==> src/rtl/match_mon_pkg.sv <==
package match_mon_pkg;

  // Target of a pattern word write
  typedef enum logic {
    MASK_CARE  = 1'b0,
    MASK_VALUE = 1'b1
  } maskSel_e;

  // Strobes from control to datapath, one per accumulator plus clear
  typedef struct packed {
    logic clear;
    logic bumpBoth;
    logic bumpB;
    logic bumpA;
  } ctrlStrobe_t;

  localparam int unsigned NUM_BUS = 2;
  localparam int unsigned NUM_CNT = 3;

endpackage

==> src/rtl/match_mon_datapath.sv <==
module match_mon_datapath
  import match_mon_pkg::*;
#(
  parameter int unsigned DATA_W = 16,
  parameter int unsigned CNT_W  = 16
) (
  input  logic              clk,
  input  logic              rstN,
  input  logic [DATA_W-1:0] busA,
  input  logic [DATA_W-1:0] busB,
  input  logic              maskWrEn,
  input  logic              maskWrSel,
  input  logic [DATA_W-1:0] maskWrData,
  input  ctrlStrobe_t       strobe,
  output logic              matchA,
  output logic              matchB,
  output logic [CNT_W-1:0]  countA,
  output logic [CNT_W-1:0]  countB,
  output logic [CNT_W-1:0]  countBoth
);

  logic [DATA_W-1:0] careReg;
  logic [DATA_W-1:0] valueReg;

  // Pattern words: plain write-only registers
  always_ff @(posedge clk or negedge rstN) begin
    if (!rstN) begin
      careReg  <= '0;
      valueReg <= '0;
    end else if (maskWrEn) begin
      if (maskSel_e'(maskWrSel) == MASK_CARE) careReg  <= maskWrData;
      else                                    valueReg <= maskWrData;
    end
  end

  // Per-bus ternary compare
  logic [DATA_W-1:0] busWord     [NUM_BUS];
  logic [DATA_W-1:0] mismatchWord[NUM_BUS];
  logic [NUM_BUS-1:0] matchFlag;

  assign busWord[0] = busA;
  assign busWord[1] = busB;

  for (genvar g = 0; g < NUM_BUS; g++) begin : gCompare
    assign mismatchWord[g] = (busWord[g] ^ valueReg) & careReg;
    assign matchFlag[g]    = ~|mismatchWord[g];
  end

  assign matchA = matchFlag[0];
  assign matchB = matchFlag[1];

  // Accumulators: count + carry-in, cleared synchronously
  logic [NUM_CNT-1:0] bumpVec;
  logic [CNT_W-1:0]   countVal[NUM_CNT];

  assign bumpVec = {strobe.bumpBoth, strobe.bumpB, strobe.bumpA};

  for (genvar c = 0; c < NUM_CNT; c++) begin : gAccum
    logic [CNT_W-1:0] accReg;
    logic [CNT_W-1:0] accSum;
    assign accSum = accReg + CNT_W'(bumpVec[c]);
    always_ff @(posedge clk or negedge rstN) begin
      if (!rstN)             accReg <= '0;
      else if (strobe.clear) accReg <= '0;
      else                   accReg <= accSum;
    end
    assign countVal[c] = accReg;
  end

  assign countA    = countVal[0];
  assign countB    = countVal[1];
  assign countBoth = countVal[2];

  // with no care bits set, nothing can mismatch
  assert_dontcare_match_R1: assert property (@(posedge clk) disable iff (!rstN)
    (careReg == '0) |-> (matchA && matchB));

  // a care write lands in the care word on the next edge
  assert_care_load_R8: assert property (@(posedge clk) disable iff (!rstN)
    (maskWrEn && maskWrSel == 1'b0) |=> (careReg == $past(maskWrData)));

  // clear leaves every count at zero
  assert_clear_zero_R6: assert property (@(posedge clk) disable iff (!rstN)
    strobe.clear |=> (countA == '0 && countB == '0 && countBoth == '0));

  // without clear, countA steps by zero or one
  assert_single_step_R2: assert property (@(posedge clk) disable iff (!rstN)
    !strobe.clear |=> (countA == $past(countA) || countA == $past(countA) + CNT_W'(1)));

  // a joint match advances both single counts too
  assert_joint_advances_R4: assert property (@(posedge clk) disable iff (!rstN)
    (!strobe.clear && strobe.bumpBoth) |=>
      (countA == $past(countA) + CNT_W'(1) && countB == $past(countB) + CNT_W'(1)));

endmodule

==> src/rtl/match_mon_control.sv <==
module match_mon_control
  import match_mon_pkg::*;
(
  input  logic        cntClear,
  input  logic        sampleValid,
  input  logic        matchA,
  input  logic        matchB,
  output ctrlStrobe_t strobe
);

  logic takeSample;

  // Clear wins over counting; counting needs a valid sample
  assign takeSample = sampleValid && !cntClear;

  always_comb begin
    strobe          = '0;
    strobe.clear    = cntClear;
    strobe.bumpA    = takeSample && matchA;
    strobe.bumpB    = takeSample && matchB;
    strobe.bumpBoth = takeSample && matchA && matchB;
  end

endmodule

==> src/rtl/dual_bus_match_counter.sv <==
module dual_bus_match_counter
  import match_mon_pkg::*;
#(
  parameter int unsigned DATA_W = 16,
  parameter int unsigned CNT_W  = 16
) (
  input  logic              clk,
  input  logic              rstN,
  input  logic              cntClear,
  input  logic              sampleValid,
  input  logic [DATA_W-1:0] busA,
  input  logic [DATA_W-1:0] busB,
  input  logic              maskWrEn,
  input  logic              maskWrSel,
  input  logic [DATA_W-1:0] maskWrData,
  output logic [CNT_W-1:0]  countA,
  output logic [CNT_W-1:0]  countB,
  output logic [CNT_W-1:0]  countBoth
);

  ctrlStrobe_t strobe;
  logic        matchA;
  logic        matchB;

  match_mon_control uCtrl (
    .cntClear   (cntClear),
    .sampleValid(sampleValid),
    .matchA     (matchA),
    .matchB     (matchB),
    .strobe     (strobe)
  );

  match_mon_datapath #(.DATA_W(DATA_W), .CNT_W(CNT_W)) uData (
    .clk       (clk),
    .rstN      (rstN),
    .busA      (busA),
    .busB      (busB),
    .maskWrEn  (maskWrEn),
    .maskWrSel (maskWrSel),
    .maskWrData(maskWrData),
    .strobe    (strobe),
    .matchA    (matchA),
    .matchB    (matchB),
    .countA    (countA),
    .countB    (countB),
    .countBoth (countBoth)
  );

  // no valid sample and no clear means every count holds
  assert_idle_hold_R5: assert property (@(posedge clk) disable iff (!rstN)
    (!sampleValid && !cntClear) |=>
      ($stable(countA) && $stable(countB) && $stable(countBoth)));

endmodule

==> config.mk <==
export PLATFORM = sky130hd
export DESIGN_NAME = dual_bus_match_counter
export DESIGN_NICKNAME = d
export VERILOG_FILES = /design/src/rtl/match_mon_pkg.sv /design/src/rtl/match_mon_datapath.sv /design/src/rtl/match_mon_control.sv /design/src/rtl/dual_bus_match_counter.sv
export SDC_FILE = /design/constraint.sdc
export NUM_CORES = 1
export LEC_CHECK = 0
export BUFFER_PORTS_ARGS = -buffer_cell sky130_fd_sc_hd__clkbuf_2
export CORE_AREA = 2 2 109 79
export CTS_BUF_LIST = sky130_fd_sc_hd__clkbuf_16
export DETAILED_ROUTE_END_ITERATION = 7
export DIE_AREA = 0 0 111 81
export GPL_ROUTABILITY_DRIVEN = 0
export GPL_TIMING_DRIVEN = 1
export PLACE_DENSITY = 0.72
export SLEW_MARGIN = 20
export SYNTH_ARGS = -nofsm -noshare
export SYNTH_HDL_FRONTEND = slang
export SYNTH_SLANG_ARGS = --single-unit
==> constraint.sdc <==
create_clock -name clk -period 4.1 [get_ports clk]
set_clock_uncertainty 0.05 [all_clocks]
set_input_delay 0.41 -clock clk [delete_from_list [all_inputs] [get_ports clk]]
set_output_delay 0.41 -clock clk [all_outputs]
set_load 0.05 [all_outputs]
==> key figures, run 1 <==
Route
  • Aggregate routed wire length: 8.11 mm
  • Antenna-violating nets left: 0
  • Total vias in the final route: 2775
  • DR iter-0 viols: 110
  • Post-detailed-route via-to-cell ratio: 5.02
  • Routed len/inst: 14.7 um
  • Drt pass-1 iters: 4
  • DRC viols: 0

Timing
  • Post-Route Hold Slack: 56.9 ps
  • Setup tns final: 0 ps
  • Count of endpoints failing hold in the final timing report: 0
  • Worst-Margin Slew: 739 ps
  • Final min period: 3050 ps
  • Setup ws final: 1050 ps
  • Max-slew violation count: 0
  • Final period util: 74.3%
  • Fmax: 328 MHz
  • Final number of setup-violating endpoints: 0
  • RSZ-0062 raised after global routing: false
  • Worst-case headroom to the max-slew limit: 50.6%

Layout
  • Fraction of layout instances using a drive strength above 1: 34.2%
  • Commonest cells after routing, fill and taps aside: sky130_fd_sc_hd__clkbuf_2 (100), sky130_fd_sc_hd__dfrtp_1 (80), sky130_fd_sc_hd__xor2_1 (63)
  • Non-filler instance count after layout: 553
  • Most common cell after layout, fill and taps aside: sky130_fd_sc_hd__clkbuf_2
  • Antenna Cells: 0
  • Utilization of the core after routing: 59.0%
  • Fill cell instance count of the final layout: 712
  • Nets: 503
  • Synthesis-to-finish area growth: 23.3%

Critical path
  • Worst R2R Path Depth: 11
  • Setup slack on the worst flop-to-flop path: 1050 ps
  • Data arrival time of the critical path: 3190 ps
  • Terminus of the critical flop-to-flop path: uData.countBoth[10]
  • Worst-path cell with the longest stage delay: sky130_fd_sc_hd__dfrtp_1
  • Reg2Reg Launch Point: uData.valueReg[10]
  • Critical Path End Type: flip-flop
  • Nature of the critical path startpoint: flip-flop
  • Number of buffer and inverter instances along the worst setup path: 0
  • Required time of the worst setup path: 4250 ps
  • CP cell instances: xor2_1 > a22o_1 > a221oi_1 > and4_1 > nor3b_1 > ha_1 > nand4_1 > nor3_2 > and3_1 > xnor2_1 > nor2_1
  • Dominant delay contributor by cell family on the critical path: simple AND/OR/NAND/NOR gates
  • Worst path max stage delay: 410 ps
  • Kind of critical path: reg -> reg
  • Peak fanout along the critical path: 5

Floorplanning
  • I/O pins: 102
  • Vertical extent of the die: 81 um
  • Core Region: 0.00809 mm2
  • Number of placement rows: 28
  • Area of the die: 0.00899 mm2
  • Starting Density: 47.8%
  • Die Span X: 111 um

Logic synthesis
  • #FFs+latches synth: 80
  • Sequential-to-total area share from yosys stat: 51.7%
  • Synth Warn #: 0
  • Number of synthesized flops with an enable pin: 0
  • Post-synthesis instance total: 338
  • Count of unique library cells instantiated by Yosys: 31
  • Netlist Area Pre-Place: 0.00387 mm2
  • Post-Syn Nets: 398
  • Mean cell area of the mapped netlist: 11.4 um2
  • Proportion of synthesized flip-flops having asynchronous set or reset: 100%
  • Commonest register cell after synthesis: sky130_fd_sc_hd__dfrtp_1

Clocking
  • Deepest level of the CTS H-tree: 3
  • Total clock buffers created by CTS: 9
  • Clock Path Buffers: 2
  • Post-cts hold buffer count: 0
  • Clock insertion delay at the later pin of the skew report: 330 ps
  • Clock slew at the register clock pins of the worst setup and hold paths: 60 ps
  • Root buffer selected by CTS: sky130_fd_sc_hd__clkbuf_16
  • Clock sink total: 80
  • TritonCTS clock tree: done
  • Post-CTS repair timing setup buffer count: 0
  • Cts repair resizes: 0

Global routing
  • Overflow after GRT: 0
  • Tot GR Track Use: 19.5%
  • Maximum number of pins on one net before global-route repair: 81
  • Via count of the first global-routing pass: 2766
  • First-pass GRT wire length: 13.6 mm
  • Initial antenna violation count: 0

Pwr
  • Standby leakage power: 2.32 nW
  • Pwr dens: 385 mW/mm2
  • Maximum ir drop on the vdd rail: 0.316 mV

Min path
  • Worst min path class: in -> async

Placement
  • PortBufs: 101
  • Sum of net half-perimeters after detailed placement: 5.85 mm
  • Dpl ws: 988 ps
  • Number of cells in the design after placement: 537

Outcome
  • Run status: completed

Flow run
  • Reported max-cap violation count: 0
worst max path at each step:
stage / from / endpoint / depth (start not counted)
2_1_floorplan: uData.valueReg[8] / uData.countBoth[10] / 11
6_report: uData.valueReg[10] / uData.countBoth[10] / 11
3_5_place_dp: busA[10] / uData.countBoth[10] / 12
5_1_grt: uData.valueReg[10] / uData.countBoth[12] / 11
3_3_place_gp: busA[10] / uData.countBoth[10] / 12
4_1_cts: uData.valueReg[10] / uData.countBoth[10] / 11
final cells by class:
type | count | area [um2] | area share [%]
clock inverter | 7 | 53.8 | 1.13
multi-input combinational | 249 | 1830 | 38.4
tap | 105 | 131 | 2.75
timing repair buffer | 103 | 527 | 11.0
sequential | 80 | 2000 | 42.0
clock buffer | 9 | 225 | 4.72
through the flow:
stage                     power [W]  cell area (um2)
final                       0.00184             4770
after CTS                   0.00186             4770
after global routing        0.00192             4770
after global placement      0.00109             4490
after floorplan             0.00101             3870
after detailed placement    0.00110             4490
routing by layer:
layer	GRT usage, %	part of all wire, %
met1	26.2	49
met2	30.2	44
met3	6.79	6.0
met4	5.63	1.1
met5	0	0
cells by family after synthesis:
logic type | share of synthesized area, %
mux | 9.31
buf+inv | 0.905
compound gates | 4.01
simple gates | 15.4
flops | 51.7
fa+ha+maj | 1.94
xor+xnor | 16.7
flip-flops by register name (all words and copies together), names as in the netlist:
name             count
uData.careReg       16
uData.countB        16
uData.countA        16
uData.countBoth     16
uData.valueReg      16
cell usage after synthesis (4+ instances only):
cell                       count  area [um2]
sky130_fd_sc_hd__ha_1          6        75.1
sky130_fd_sc_hd__a22oi_1      10        75.1
sky130_fd_sc_hd__and3_1        6        37.5
sky130_fd_sc_hd__a21oi_1       4        20.0
sky130_fd_sc_hd__xnor2_1      11        96.3
sky130_fd_sc_hd__nor2_1       43         161
sky130_fd_sc_hd__nand4_1       9        56.3
sky130_fd_sc_hd__xor2_1       63         552
sky130_fd_sc_hd__nand2_1      20        75.1
sky130_fd_sc_hd__clkbuf_1      8        30.0
sky130_fd_sc_hd__mux2_2       32         360
sky130_fd_sc_hd__and4_1        4        35.0
sky130_fd_sc_hd__dfrtp_1      80        2000
sky130_fd_sc_hd__nand3_1      12        60.1
sky130_fd_sc_hd__nor2b_1       5        31.3
power breakdown:
group	total, W	switching (W)	internal (W)
registers	0.000883	0.0000458	0.000837
clock network	0.000756	0.000297	0.000459
logic	0.000197	0.0000904	0.000106
total	0.00184	0.000433	0.00140
Note: power is estimated with default switching activity, not from simulation.
==> inputs of run 2 (changes only) <==
Clock period 4.1 ns to 3.1 ns, I/O delays scaled along.
==> key figures, run 2 (synthesis gave the netlist of run 1 again) <==
Outcome
  • Run status: finished, violations left
  • Failing checks: hold timing

Pwr
  • Pwr dens: 490 mW/mm2 (+27%)
  • Share of power burned in registers: 50.1% (+2.0 points)
  • Net switching share of the total power: 24.2% (+0.57 points)
  • Comb power frac: 11.3% (+0.6 points)
  • Switching power: 0.000563 W (+30%)
  • Internal cell power: 0.00177 W (+26%)
  • Maximum ir drop on the vdd rail: 0.351 mV (+11%)
  • Clk network pwr share: 38.6% (-2.6 points)
  • Standby leakage power: 2.34 nW (+0.73%)

Route
  • Routed len/inst: 14.8 um (+0.60%)
  • Total vias in the final route: 2840 (+2.3%)
  • DR iter-0 viols: 151 (+37%)
  • Antenna-violating nets left: 0 (unchanged)
  • Drt pass-1 iters: 4 (unchanged)
  • Aggregate routed wire length: 8.16 mm (+0.60%)
  • DRC viols: 0 (unchanged)
  • Post-detailed-route via-to-cell ratio: 5.14 (+2.3%)

Flow run
  • Reported max-cap violation count: 0 (unchanged)

Layout
  • Most common cell after layout, fill and taps aside: sky130_fd_sc_hd__clkbuf_2
  • Synthesis-to-finish area growth: 23.0%
  • Design area: 0.00476 mm2 (-0.26%)
  • Nets: 504 (+0.20%)
  • Fraction of layout instances using a drive strength above 1: 34.2% (unchanged)
  • Antenna Cells: 0 (unchanged)
  • Commonest cells after routing, fill and taps aside: sky130_fd_sc_hd__clkbuf_2 (100), sky130_fd_sc_hd__dfrtp_1 (80), sky130_fd_sc_hd__xor2_1 (63)

Clocking
  • Clock sink total: 80 (unchanged)
  • Clock slew at the register clock pins of the worst setup and hold paths: 50 ps (about the same)
  • Clock insertion delay at the later pin of the skew report: 330 ps (about the same)
  • Root buffer selected by CTS: sky130_fd_sc_hd__clkbuf_16
  • Clock Path Buffers: 2 (unchanged)
  • Post-cts hold buffer count: 0 (unchanged)
  • Total clock buffers created by CTS: 9 (unchanged)
  • Deepest level of the CTS H-tree: 3 (unchanged)
  • TritonCTS clock tree: done

Placement
  • Dpl ws: 95.1 ps (-893 ps)
  • Sum of net half-perimeters after detailed placement: 5.86 mm (+0.28%)
  • Cell area after placement: 0.00450 mm2 (+0.17%)
  • PortBufs: 101 (unchanged)

Floorplanning
  • Die Span X: 111 um (unchanged)
  • Number of placement rows: 28 (unchanged)
  • Vertical extent of the die: 81 um (unchanged)
  • I/O pins: 102 (unchanged)
  • Area of the die: 0.00899 mm2 (unchanged)
  • Starting Density: 47.8% (unchanged)
  • Core Region: 0.00809 mm2 (unchanged)

Critical path
  • Critical Path End Type: flip-flop
  • CP cell instances: xor2_1 > a22o_1 > a221oi_1 > and4_1 > nor3b_2 > ha_1 > nand4_1 > nor3_4 > and3_1 > xnor2_1 > nor2_1
  • Peak fanout along the critical path: 5 (unchanged)
  • Nature of the critical path startpoint: flip-flop
  • Required time of the worst setup path: 3250 ps (-1000 ps)
  • Kind of critical path: reg -> reg
  • Number of buffer and inverter instances along the worst setup path: 0 (unchanged)
  • Origin of the worst setup path: uData.valueReg[10]
  • Data arrival time of the critical path: 3040 ps (-150 ps)
  • Worst-path cell with the longest stage delay: sky130_fd_sc_hd__dfrtp_1
  • Reg2Reg Launch Point: uData.valueReg[10]
  • Worst path max stage delay: 410 ps (about the same)
  • Dominant delay contributor by cell family on the critical path: simple AND/OR/NAND/NOR gates

Timing
  • Fmax: 346 MHz (+5.4%)
  • Worst-Margin Slew: 722 ps (-17.4 ps)
  • Final number of setup-violating endpoints: 0 (unchanged)
  • Final min period: 2890 ps (-155 ps)
  • Post-Route Hold Slack: -41.2 ps (-98.1 ps)
  • Max-slew violation count: 0 (unchanged)
  • Worst-case headroom to the max-slew limit: 51.9% (+1.3 points)
  • Final period util: 93.3% (+19 points)
  • Setup ws final: 209 ps (-845 ps)
  • Count of endpoints failing hold in the final timing report: 44 (+44)

Global routing
  • Tot GR Track Use: 18.9% (-0.55 points)
  • First-pass GRT wire length: 13.2 mm (-2.4%)
  • Overflow after GRT: 0 (unchanged)
  • Via count of the first global-routing pass: 2759 (-0.25%)
  • Initial antenna violation count: 0 (unchanged)
  • Maximum number of pins on one net before global-route repair: 81 (unchanged)

Min path
  • Worst min path class: in -> async
run 2: power by group through the flow:
| stage | Sequential [W] | Clock (W) | Combinational [W] |
|---|---|---|---|
| after floorplan | 0.00117 | 0 | 0.000166 |
| after global placement | 0.00118 | 0 | 0.000260 |
| after detailed placement | 0.00119 | 0 | 0.000265 |
| after CTS | 0.00117 | 0.000930 | 0.000267 |
| after global routing | 0.00118 | 0.000970 | 0.000295 |
| final | 0.00117 | 0.000900 | 0.000263 |
run 2: worst paths after layout:
path,endpoint,slack [ps],cells past startpoint
setup / recovery,uData.countBoth[10],210,11
hold / removal,uData.countBoth[9],-40,1
setup reg to reg,uData.countBoth[10],210,11
hold reg to reg,uData.careReg[15],490,1
max in group asynchronous,uData.valueReg[7],2540,1
min in group clk,uData.valueReg[4],180,2
run 2: timing repair:
item | CTS | global route
setup buffers | 0 | 0
setup endpoints to repair | 0 | 9
gates resized for setup | 0 | 2
run 2: layer usage:
| layer | part of all wire [%] | track usage, % |
|---|---|---|
| met3 | 6.1 | 6.12 |
| met1 | 47 | 25.5 |
| met2 | 46 | 29.5 |
| met4 | 0.98 | 6.00 |
| met5 | 0 | 0 |
run 2: through the flow:
stage / hold WS (ps) / instances / TNS, ps / util [%] / total power [W]
2_1_floorplan: -35.6 / 338 / 0 / - / 0.00134
3_3_place_gp: 470 / 538 / 0 / 55.6 / 0.00144
3_5_place_dp: 479 / 538 / 0 / 55.6 / 0.00145
4_1_cts: 146 / 553 / 0 / 58.6 / 0.00236
5_1_grt: 36.7 / 553 / -26.1 / 58.8 / 0.00244
6_report: -41.2 / 553 / 0 / 58.8 / 0.00233
run 2: final cells by class:
cell class,count,area (um2)
clock inverters,6,22.5
clock buffers,9,225
multi-input cells,249,1840
flip-flops and latches,80,2000
fillers,730,3330
repair buffers,104,534
well taps,105,131
==> inputs of run 3 (changes only) <==
--- a/config.mk
+++ b/config.mk
@@ -8,5 +8,5 @@
 export BUFFER_PORTS_ARGS = -buffer_cell sky130_fd_sc_hd__clkbuf_2
 export CORE_AREA = 2 2 109 79
-export CTS_BUF_LIST = sky130_fd_sc_hd__clkbuf_16
+export CTS_BUF_LIST = sky130_fd_sc_hd__clkbuf_8
 export DETAILED_ROUTE_END_ITERATION = 7
 export DIE_AREA = 0 0 111 81
==> constraint.sdc (replaced) <==
create_clock -name clk -period 3.1 [get_ports clk]
set_clock_uncertainty 0.05 [all_clocks]
set_input_delay 0.62 -clock clk [delete_from_list [all_inputs] [get_ports clk]]
set_output_delay 0.62 -clock clk [all_outputs]
set_load 0.05 [all_outputs]
==> key figures, run 3 (synthesis gave the netlist of run 1 again) <==
Critical path
  • Worst path max stage delay: 410 ps (about the same)
  • Worst-path cell with the longest stage delay: sky130_fd_sc_hd__dfrtp_1
  • Nature of the critical path startpoint: flip-flop
  • Data arrival time of the critical path: 2970 ps (-70 ps)
  • Critical Path End Type: flip-flop
  • Kind of critical path: reg -> reg
  • CP cell instances: xor2_1 > a22o_1 > a221oi_1 > and4_1 > nor3b_2 > ha_1 > nand4_1 > nor3_4 > and3_1 > xnor2_1 > nor2_1
  • Peak fanout along the critical path: 5 (unchanged)
  • Required time of the worst setup path: 3290 ps (+40 ps)

Clocking
  • Post-cts hold buffer count: 0 (unchanged)
  • Root buffer selected by CTS: sky130_fd_sc_hd__clkbuf_8
  • TritonCTS clock tree: done
  • Total clock buffers created by CTS: 9 (unchanged)
  • Clock Path Buffers: 2 (unchanged)
  • Clock insertion delay at the later pin of the skew report: 360 ps (+30 ps)
  • Cts repair resizes: 0 (unchanged)
  • Deepest level of the CTS H-tree: 3 (unchanged)
  • Clock sink total: 80 (unchanged)
  • Post-CTS repair timing setup buffer count: 0 (unchanged)
  • Clock slew at the register clock pins of the worst setup and hold paths: 80 ps (+30 ps)

Global routing
  • Initial antenna violation count: 0 (unchanged)
  • Overflow after GRT: 0 (unchanged)
  • Tot GR Track Use: 19.1% (+0.15 points)
  • First-pass GRT wire length: 13.3 mm (+0.36%)
  • Maximum number of pins on one net before global-route repair: 81 (unchanged)
  • Via count of the first global-routing pass: 2781 (+0.80%)

Timing
  • Max-slew violation count: 0 (unchanged)
  • Final min period: 2790 ps (-103 ps)
  • Worst-Margin Slew: 762 ps (+40.5 ps)
  • Fmax: 359 MHz (+3.7%)
  • Setup tns final: 0 ps (unchanged)
  • Count of endpoints failing hold in the final timing report: 0 (-100%)
  • Final period util: 89.9% (-3.3 points)
  • Worst-case headroom to the max-slew limit: 49.0% (-2.8 points)
  • RSZ-0062 raised after global routing: false
  • Post-Route Hold Slack: 231 ps (+273 ps)
  • Final number of setup-violating endpoints: 0 (unchanged)

Floorplanning
  • Core Region: 0.00809 mm2 (unchanged)
  • Vertical extent of the die: 81 um (unchanged)
  • Number of placement rows: 28 (unchanged)
  • Die Span X: 111 um (unchanged)
  • Area of the die: 0.00899 mm2 (unchanged)
  • I/O pins: 102 (unchanged)
  • Starting Density: 47.8% (unchanged)

Flow run
  • Reported max-cap violation count: 0 (unchanged)

Route
  • Total vias in the final route: 2831 (-0.32%)
  • Antenna-violating nets left: 0 (unchanged)
  • Routed len/inst: 14.7 um (-0.52%)
  • DR iter-0 viols: 111 (-26%)
  • Post-detailed-route via-to-cell ratio: 5.08 (-1.0%)
  • DRC viols: 0 (unchanged)
  • Drt pass-1 iters: 4 (unchanged)
  • Aggregate routed wire length: 8.18 mm (+0.20%)

Min path
  • Worst min path class: in -> async

Layout
  • Fraction of layout instances using a drive strength above 1: 35.8% (+1.7 points)
  • Most common cell after layout, fill and taps aside: sky130_fd_sc_hd__clkbuf_2
  • Nets: 507 (+0.60%)
  • Commonest cells after routing, fill and taps aside: sky130_fd_sc_hd__clkbuf_2 (100), sky130_fd_sc_hd__dfrtp_1 (80), sky130_fd_sc_hd__xor2_1 (63)
  • Utilization of the core after routing: 58.3% (-0.51 points)
  • Synthesis-to-finish area growth: 21.9%
  • Antenna Cells: 0 (unchanged)

Outcome
  • Run status: completed

Pwr
  • Standby leakage power: 2.32 nW (-0.72%)
  • Design Power: 0.00214 W (-8.2%)
  • Maximum ir drop on the vdd rail: 0.310 mV (-12%)
  • Pwr dens: 454 mW/mm2 (-7.4%)

Placement
  • Sum of net half-perimeters after detailed placement: 6.00 mm (+2.3%)
  • PortBufs: 101 (unchanged)
## run 3: changes by cell type in the layout (fill, tap and decap cells not counted), sizes merged
cell / change
clkinv: +1
buf: +3
inv: -3
clkbuf: +3
## run 3: worst max-delay path: cells and delay by family, from the launching register on
kind | cells | cell delay, ps
compound gates | 2 | 500
xor+xnor | 2 | 290
fa+ha+maj | 1 | 200
flops | 1 | 410
simple gates | 6 | 1220
## run 3: routing by layer
metal / routed length, um / GRT usage [%] / vias up
met5: 0 / 0 / -
met4: 104 / 5.25 / 0
met3: 532 / 7.16 / 14
met2: 3680 / 29.6 / 79
met1: 3860 / 25.4 / 1357
li1: - / - / 1381
## run 3: per-stage QoR
stage	setup WS [ps]	area, um2	instances
detailed placement	-144	4520	541
finish	313	4720	557
global placement	-67.9	4520	541
floorplan	207	3870	338
global route	60.4	4720	557
CTS	119	4700	557
## run 3: layout make-up
cell class / count / area [um2]
multi-input combinational: 249 / 1840
tap: 105 / 131
fill: 696 / 3370
timing repair buffer: 107 / 557
clock inverter: 4 / 18.8
sequential: 80 / 2000
clock buffer: 12 / 165
## run 3: path summary, 6_finish.rpt
kind                                          from             endpoint  slack, ps  cells after the start
worst max-delay path            uData.valueReg[10]  uData.countBoth[10]        310                     11
min in group clk                    maskWrData[15]    uData.careReg[15]        450                      2
worst min-delay path                          rstN   uData.countBoth[9]        230                      1
worst min register to register    uData.countB[15]     uData.countB[15]        500                      2
worst max register to register  uData.valueReg[10]  uData.countBoth[10]        310                     11
max in group asynchronous                     rstN     uData.careReg[7]       2270                      1
## run 3: power breakdown
group          leakage, nW  switching, W  internal (W)
logic                 1.17      0.000120      0.000141
clock network        0.103      0.000365      0.000350
registers             1.05     0.0000599       0.00111
